`src/rtl/seg_scan_pkg.sv`:
```
package seg_scan_pkg;
  localparam int NUM_DIG   = 4;
  localparam int DIG_IDX_W = $clog2(NUM_DIG);
  localparam int NIB_W     = 4;
  localparam int SEG_W     = 8;

  typedef logic [NIB_W-1:0] nibble_t;
  typedef logic [SEG_W-1:0] segbus_t;

  // active-low glyph for segments g..a (bit 0 = a)
  function automatic logic [6:0] glyph_low(input nibble_t v);
    logic [6:0] on;
    case (v)
      4'h0: on = 7'h3F;
      4'h1: on = 7'h06;
      4'h2: on = 7'h5B;
      4'h3: on = 7'h4F;
      4'h4: on = 7'h66;
      4'h5: on = 7'h6D;
      4'h6: on = 7'h7D;
      4'h7: on = 7'h07;
      4'h8: on = 7'h7F;
      4'h9: on = 7'h6F;
      4'hA: on = 7'h77;
      4'hB: on = 7'h7C;
      4'hC: on = 7'h39;
      4'hD: on = 7'h5E;
      4'hE: on = 7'h79;
      default: on = 7'h71;
    endcase
    return ~on;
  endfunction
endpackage

```
`src/rtl/hex_glyph_dec.sv`:
```
module hex_glyph_dec
  import seg_scan_pkg::*;
(
  input  nibble_t value,
  input  logic    dot_req,
  output segbus_t pattern_n
);
  always_comb begin
    pattern_n[6:0] = glyph_low(value);
    pattern_n[7]   = ~dot_req;
  end
endmodule

```
`src/rtl/scan_timer.sv`:
```
module scan_timer
  import seg_scan_pkg::*;
#(
  parameter int CNT_W = 18
) (
  input  logic                 clk,
  input  logic                 rst,
  output logic [DIG_IDX_W-1:0] dig_idx,
  output logic [NUM_DIG-1:0]   dig_onehot
);
  logic [CNT_W-1:0] refresh_q;

  always_ff @(posedge clk) begin
    if (rst) refresh_q <= '0;
    else     refresh_q <= refresh_q + 1'b1;
  end

  assign dig_idx = refresh_q[CNT_W-1 -: DIG_IDX_W];

  for (genvar i = 0; i < NUM_DIG; i++) begin : g_sel
    assign dig_onehot[i] = (dig_idx == DIG_IDX_W'(i));
  end
endmodule

```
`src/rtl/digit_pick.sv`:
```
module digit_pick
  import seg_scan_pkg::*;
(
  input  segbus_t [NUM_DIG-1:0]  patterns,
  input  logic [DIG_IDX_W-1:0]   sel,
  output segbus_t                chosen
);
  always_comb begin
    chosen = '1;
    for (int i = 0; i < NUM_DIG; i++) begin
      if (sel == DIG_IDX_W'(i)) chosen = patterns[i];
    end
  end
endmodule

```
`src/rtl/seg_scan_top.sv`:
```
module seg_scan_top
  import seg_scan_pkg::*;
#(
  parameter int CNT_W = 18
) (
  input  logic                     clk,
  input  logic                     rst,
  input  logic [NUM_DIG*NIB_W-1:0] hex_in,
  input  logic [NUM_DIG-1:0]       dp_in,
  output logic [SEG_W-1:0]         seg_n,
  output logic [NUM_DIG-1:0]       anode
);
  segbus_t [NUM_DIG-1:0] patt;
  segbus_t               picked;
  logic [DIG_IDX_W-1:0]  idx;
  logic [NUM_DIG-1:0]    onehot;

  for (genvar d = 0; d < NUM_DIG; d++) begin : g_dec
    hex_glyph_dec u_dec (
      .value     (hex_in[d*NIB_W +: NIB_W]),
      .dot_req   (dp_in[d]),
      .pattern_n (patt[d])
    );
  end

  scan_timer #(.CNT_W(CNT_W)) u_timer (
    .clk        (clk),
    .rst        (rst),
    .dig_idx    (idx),
    .dig_onehot (onehot)
  );

  digit_pick u_pick (
    .patterns (patt),
    .sel      (idx),
    .chosen   (picked)
  );

  always_ff @(posedge clk) begin
    if (rst) begin
      seg_n <= '1;
      anode <= NUM_DIG'(1);
    end else begin
      seg_n <= picked;
      anode <= onehot;
    end
  end
endmodule

```
`config.mk`:
```
export PLATFORM = sky130hd
export DESIGN_NAME = seg_scan_top
export DESIGN_NICKNAME = d
export VERILOG_FILES = /design/src/rtl/seg_scan_pkg.sv /design/src/rtl/hex_glyph_dec.sv /design/src/rtl/scan_timer.sv /design/src/rtl/digit_pick.sv /design/src/rtl/seg_scan_top.sv
export SDC_FILE = /design/constraint.sdc
export NUM_CORES = 1
export LEC_CHECK = 0
export ABC_AREA = 1
export BUFFER_PORTS_ARGS = -buffer_cell sky130_fd_sc_hd__buf_2
export CAP_MARGIN = 15
export CORE_ASPECT_RATIO = 0.5
export CORE_UTILIZATION = 52
export CTS_CLUSTER_DIAMETER = 50
export DETAILED_ROUTE_END_ITERATION = 12
export PLACE_DENSITY = 0.82
export SLEW_MARGIN = 15
export SYNTH_ARGS = -nofsm -noshare
export SYNTH_HDL_FRONTEND = slang
export SYNTH_SLANG_ARGS = --single-unit
```
`constraint.sdc`:
```
create_clock -name clk -period 1.2 [get_ports clk]
set_input_delay 0.24 -clock clk [delete_from_list [all_inputs] [get_ports clk]]
set_output_delay 0.24 -clock clk [all_outputs]
set_load 0.01 [all_outputs]
```
==> impl_metrics.py, run 1 <==
metrics = {
    "status": {
        "status": "finished, final reports clean",
    },
    "global_routing": {
        "grt_pass1_wl_mm": 9.58,
        "antenna_found_initial": 0,
        "grt_max_degree": 19,
        "grt_remaining_overflow": 0,
        "grt_pass1_vias": 2327,
        "grt_usage_pct": 26.5,
    },
    "synthesis": {
        "syn-mean-instance-area_um2": 6.42,
        "netlist_area_um2": 2260,
        "synth_top_family_by_area": "simple AND/OR/NAND/NOR gates",
        "synth_cells": 352,
        "yosys_warnings": 0,
        "ys_async_sr_fraction_pct": 0,
        "yosys.area_share.simple_pct": 35.3,
        "synth_seq_cells": 30,
        "ys_seq_area_share_pct": 26.6,
        "synth_flop_cell": "dfxtp_1",
        "synth_edf_count": 0,
        "post_synth_num_cell_types": 27,
        "synth-compound-area-share_pct": 14.3,
        "synth_fa_ha_area_share_pct": 13.9,
        "synth-xor-area-share_pct": 1.16,
        "syn-num-nets": 399,
        "muxShareOfSynthArea_pct": 0,
    },
    "final_layout": {
        "diodes": 0,
        "final_core_util_pct": 71.7,
        "design_area_um2": 2890,
        "syn_to_final_growth_pct": 27.8,
        "drive_above_1_share_pct": 24.2,
        "finalNetCount": 464,
    },
    "placed_design": {
        "hpwl_mm": 4.48,
        "place_ws_ps": -112,
        "place_area_um2": 2680,
        "place_congestion": 0.915,
        "io_buffers": 33,
    },
    "sta": {
        "setup_violations": 0,
        "post-route-period-util_pct": 98.8,
        "period_needed_ps": 1190,
        "finClkSkew_ps": 10.5,
        "tightestPinTransition_ps": 288,
        "timing.final.hold_violations": 0,
        "fmax_mhz": 844,
        "drv_slew": 0,
        "slew_headroom_pct": 80.7,
        "rsz0062_at_grt": "true",
        "worst_slack_ps": 14.9,
    },
    "setup_path": {
        "path_class": "reg -> reg",
        "startpoint_type": "flip-flop",
        "critPathRequiredTime_ps": 1420,
        "worstPathMaxFanout": 4,
        "timing.rr.start": "u_timer.refresh_q[10]$_SDFF_PP0_",
        "critPathArrivalTime_ps": 1410,
        "r2r_end": "u_timer.refresh_q[15]$_SDFF_PP0_",
        "reg2reg_depth": 7,
        "ff2ff_setup_slack_ps": 10,
        "cp-end-kind": "flip-flop",
    },
    "drt": {
        "drc_errors": 0,
        "viasPerCell": 5.39,
        "vias": 2542,
        "routed_wl_mm": 5.88,
        "drtPass1Iterations": 5,
        "detail-route-antenna-nets": 0,
        "drtIter0Drc": 236,
        "wl_per_cell_um": 12.4,
    },
    "floorplan": {
        "rows": 16,
        "die_x_um": 95.2,
        "core-area_um2": 4020,
        "dieArea_um2": 4630,
        "die_h_um": 48.6,
        "initial_core_util_pct": 56.1,
        "ios": 34,
    },
    "cts": {
        "clk_latency_ps": 290,
        "postCtsHoldBufs": 0,
        "cts-htree-levels": 2,
        "root_buffer": "clkbuf_8",
        "cts_tree": "built",
        "cts_buffer_depth": 2,
        "clkTransAtPathRegs_ps": 60,
        "cts.sinks": 30,
        "cts_buffers": 5,
    },
    "run": {
        "maxCapViolCount": 0,
    },
    "worst_hold_path": {
        "worstHoldEndpoint": "seg_n[7]$_SDFF_PP1_",
        "hold_depth": 3,
        "hold_path.class": "in -> reg",
        "worstHoldStart": "dp_in[3]",
    },
    "power": {
        "pwr-share-clk_pct": 36.2,
        "cellLeakagePower_nw": 1.32,
        "seqPwrFrac_pct": 44.5,
        "pwr-share-comb_pct": 19.2,
        "powerDensity_nw_per_um2": 814,
        "p_int_mw": 1.67,
        "finalPower_mw": 2.35,
        "vdd_drop_max_mv": 0.432,
        "p_switching_uw": 673,
        "sw_frac_of_total_pct": 28.7,
    },
}
## metrics by stage
step | instances | hold slack (ps) | TNS (ps)
floorplan | 352 | 324 | 0
global placement | 461 | 469 | -451
detailed placement | 461 | 484 | -861
CTS | 469 | 209 | -0.550
global route | 472 | 237 | -281
finish | 472 | 216 | 0
## area by class of cell
| class | count | area [um^2] |
|---|---|---|
| tap | 54 | 67.6 |
| sequential | 30 | 613 |
| clock buffer | 7 | 86.3 |
| timing repair buffer | 65 | 413 |
| clock inverter | 1 | 5.00 |
| inverter | 43 | 164 |
| multi-input combinational | 272 | 1540 |
| fill | 323 | 1140 |
## cells by family (layout without fill, tap and decap cells)
family | count (synthesis) | count (layout)
compound gates | 57 | 57
xor+xnor | 3 | 3
fa+ha+maj | 25 | 25
buf+inv | 50 | 116
flops | 30 | 30
simple gates | 187 | 187
## how the worst max path moves through the flow
stage	end	start	cells after the start	slack (ps)
finish	u_timer.refresh_q[15]$_SDFF_PP0_	u_timer.refresh_q[10]$_SDFF_PP0_	7	10
floorplan	u_timer.refresh_q[16]$_SDFF_PP0_	u_timer.refresh_q[1]$_SDFF_PP0_	7	10
CTS	u_timer.refresh_q[14]$_SDFF_PP0_	u_timer.refresh_q[2]$_SDFF_PP0_	4	-0.6
global placement	seg_n[3]$_SDFF_PP1_	hex_in[8]	8	-90
global route	u_timer.refresh_q[15]$_SDFF_PP0_	u_timer.refresh_q[13]$_SDFF_PP0_	6	-50
detailed placement	seg_n[3]$_SDFF_PP1_	hex_in[12]	10	-110
## routing by layer
metal	global-route usage [%]	part of all wire (%)	routed length, um
met1	32.3	45	2650
met2	46.4	47	2780
met3	5.82	6.0	354
met4	7.83	1.6	93
met5	0	0	0
## critical path: stages, from the launching register on
cell and delay, ps:
dfxtp_1 360, nand2_1 90, buf_4 150, nor2_1 130, nand2_1 100, nor2_1 110, nand2_1 60, a21oi_1 130
## cell usage after synthesis, drive strengths merged (4+ instances only)
cell / instances / area, um^2
a21oi: 19 / 95.1
nor2: 48 / 190
inv: 43 / 161
buf: 4 / 22.5
dfxtp: 30 / 601
nand3: 40 / 205
o21ai: 23 / 115
ha: 25 / 313
nand4: 6 / 37.5
nand2: 84 / 318
o211ai: 8 / 60.1
nor3: 7 / 35.0
## sequential cells by signal, indices dropped and copies added, names as in the netlist
signal	cells
u_timer.refresh_q	18
anode	4
seg_n	8
## cell usage in the layout (no fill, tap or decap)
master     n
nand4_1    6
dfxtp_2    7
nand2_2    3
clkbuf_1   1
ha_1      24
dfxtp_4    1
nand3_1   39
nor3_1     6
buf_4     30
dfxtp_1   22
a21oi_2    2
o21ai_1    2
xor2_1     3
ha_4       1
buf_2     33
clkbuf_8   6
o21bai_1   1
inv_4      1
and2_4     1
a211oi_1   3
o21a_1     2
nor2_1    38
nand2_1   81
o21ai_0   21
nand3_4    1
inv_2      1
buf_6      2
nor3_2     1
nor2_4     4
inv_1     41
o211ai_1   8
clkinv_2   1
nor2_2     6
o31a_1     1
or2_0      1
a21oi_1   17
## timing repair
| action | CTS | global route |
|---|---|---|
| endpoints found under the setup margin | 11 | 17 |
| setup buffers | 0 | 3 |
| pin swaps | 2 | 6 |
| resized for setup | 10 | 23 |
## power by group through the flow
| stage | logic, mW | registers (mW) | clock network [mW] |
|---|---|---|---|
| CTS | 0.433 | 1.05 | 0.863 |
| finish | 0.451 | 1.05 | 0.851 |
| global route | 0.508 | 1.05 | 0.896 |
| global placement | 0.410 | 1.06 | 0 |
| detailed placement | 0.427 | 1.06 | 0 |
| floorplan | 0.236 | 1.08 | 0 |
Power figures use the tool's default switching activity.
==> run 2, diff against run 1 <==
Settings changed: CORE_UTILIZATION 52 to 55.
Clock period 1.2 ns to 1.22 ns, I/O delays scaled along.
==> run 2 against run 1 <==
Effect of this change: sequential cell count unchanged; the flow now finishes with violations (negative setup slack); maximum frequency down 3.5%; combinational power down 3%; cell area down 0.13%.
==> impl_metrics.py, run 2 (synthesis results as in run 1) <==
metrics = {
    "power": {
        "powerDensity_nw_per_um2": 793,
        "vdd_drop_max_mv": 0.501,
        "cellLeakagePower_nw": 1.32,
    },
    "placed_design": {
        "place_area_um2": 2680,
        "io_buffers": 33,
        "hpwl_mm": 4.41,
        "place_congestion": 0.909,
    },
    "status": {
        "status": "complete, but fails checks",
        "failed_checks": "negative setup slack",
    },
    "final_layout": {
        "design_area_um2": 2880,
        "fill_cells": 320,
        "largest_reg_flops": 18,
        "multi_input_area_um2": 1520,
        "largest_register": "u_timer.refresh_q",
        "mostFrequentLayoutCells": "nand2_1 (79), nor2_1 (42), inv_1 (41)",
        "drive_above_1_share_pct": 23.8,
        "syn_to_final_growth_pct": 27.6,
        "regArea_um2": 613,
        "diodes": 0,
        "reg_top3": "u_timer.refresh_q x18, seg_n x8, anode x4",
        "mostFrequentLayoutCell": "nand2_1",
        "finalNetCount": 466,
    },
    "setup_path": {
        "critPathRequiredTime_ps": 1420,
        "startpoint_type": "flip-flop",
        "critPathArrivalTime_ps": 1430,
        "cp-end-kind": "flip-flop",
        "worstPathMaxFanout": 4,
        "ff2ff_setup_slack_ps": -8,
        "path_class": "reg -> reg",
        "reg2reg_depth": 6,
    },
    "sta": {
        "setup_violations": 1,
        "setup_tns_ps": -8.34,
        "rsz0062_at_grt": "true",
        "fmax_mhz": 814,
        "timing.final.hold_violations": 0,
        "post-route-period-util_pct": 101,
        "slew_headroom_pct": 79.9,
        "drv_slew": 0,
        "finClkSkew_ps": 9.38,
        "tightestPinTransition_ps": 301,
        "worst_slack_ps": -8.34,
        "period_needed_ps": 1230,
    },
    "floorplan": {
        "initial_core_util_pct": 57.6,
        "ios": 34,
        "rows": 16,
        "die_h_um": 47.3,
        "core-area_um2": 3920,
        "dieArea_um2": 4380,
        "die_x_um": 92.6,
    },
    "cts": {
        "cts_buffer_depth": 2,
        "clkTransAtPathRegs_ps": 60,
        "cts_buffers": 5,
        "clk_latency_ps": 280,
        "postCtsHoldBufs": 0,
        "root_buffer": "clkbuf_8",
        "cts_tree": "built",
        "cts-htree-levels": 2,
        "cts.sinks": 30,
    },
    "global_routing": {
        "grt_remaining_overflow": 0,
        "grt_pass1_wl_mm": 9.23,
        "grt_usage_pct": 27.2,
        "grt_max_degree": 19,
        "grt_pass1_vias": 2155,
        "antenna_found_initial": 0,
    },
    "worst_hold_path": {
        "hold_path.class": "in -> reg",
        "hold_depth": 3,
    },
    "drt": {
        "vias": 2509,
        "detail-route-antenna-nets": 0,
        "wl_per_cell_um": 12.2,
        "drtPass1Iterations": 5,
        "drtIter0Drc": 124,
        "routed_wl_mm": 5.77,
        "viasPerCell": 5.29,
        "drc_errors": 0,
    },
    "run": {
        "maxCapViolCount": 0,
    },
}
-- run 2: cell types whose count changed in the layout (fill, tap and decap cells not counted), moves of 2 or more --
cell / before / now
nand2_2: 3 / 5
nor2_1: 38 / 42
buf_4: 30 / 33
a21oi_1: 17 / 19
nor2_2: 6 / 1
nand2_1: 81 / 79
a21oi_2: 2 / 0
-- run 2: repair_timing --
item,in CTS,in global routing
resized for setup,7,20
setup endpoints to repair,10,18
pin swaps,1,7
setup buffers,2,3
-- run 2: final timing paths --
| check | end | startpoint |
|---|---|---|
| worst max-delay path | u_timer.refresh_q[7]$_SDFF_PP0_ | u_timer.refresh_q[0]$_SDFF_PP0_ |
| worst min register to register | u_timer.refresh_q[13]$_SDFF_PP0_ | u_timer.refresh_q[13]$_SDFF_PP0_ |
| worst min-delay path | seg_n[7]$_SDFF_PP1_ | dp_in[3] |
| worst max register to register | u_timer.refresh_q[7]$_SDFF_PP0_ | u_timer.refresh_q[0]$_SDFF_PP0_ |
-- run 2: critical path, stage by stage, from the launching register on --
cell and delay [ps]:
dfxtp_2 330, buf_4 130, nand3_4 90, nor2_4 160, nand2_2 100, or2_0 200
a21oi_1 130
-- run 2: stage by stage --
stage / instances / total power [mW] / setup slack, ps / util (%) / hold slack (ps)
final: 474 / 2.28 / -8.34 / 73.4 / 224
after global routing: 474 / 2.41 / -95.5 / 73.4 / 223
after CTS: 471 / 2.30 / 4.74 / 71.5 / 214
after detailed placement: 461 / 1.47 / -114 / 68.2 / 474
after global placement: 461 / 1.46 / -78.1 / 68.2 / 467
after floorplan: 352 / 1.29 / 31.4 / - / 328
-- run 2: where the power goes --
part / internal, mW / switching [mW]
logic: 0.179 / 0.260
clock network: 0.454 / 0.366
registers: 1.01 / 0.0145
-- run 2: final cells by class --
type | count | area share, %
Multi-Input combinational cell | 272 | 52.9
Sequential cell | 30 | 21.3
Timing Repair Buffer | 67 | 14.7
Inverter | 43 | 5.60
Clock buffer | 7 | 3.00
Tap cell | 54 | 2.34
Clock inverter | 1 | 0.174
-- run 2: layer usage --
layer / global-route usage, % / up-vias / share of wire (%) / routed length [um]
met5: 0 / - / 0 / 0
met4: 12.0 / 0 / 2.2 / 127
met3: 6.31 / 14 / 5.6 / 322
met2: 47.9 / 77 / 47 / 2740
met1: 33.4 / 1137 / 45 / 2590
li1: - / 1281 / - / -
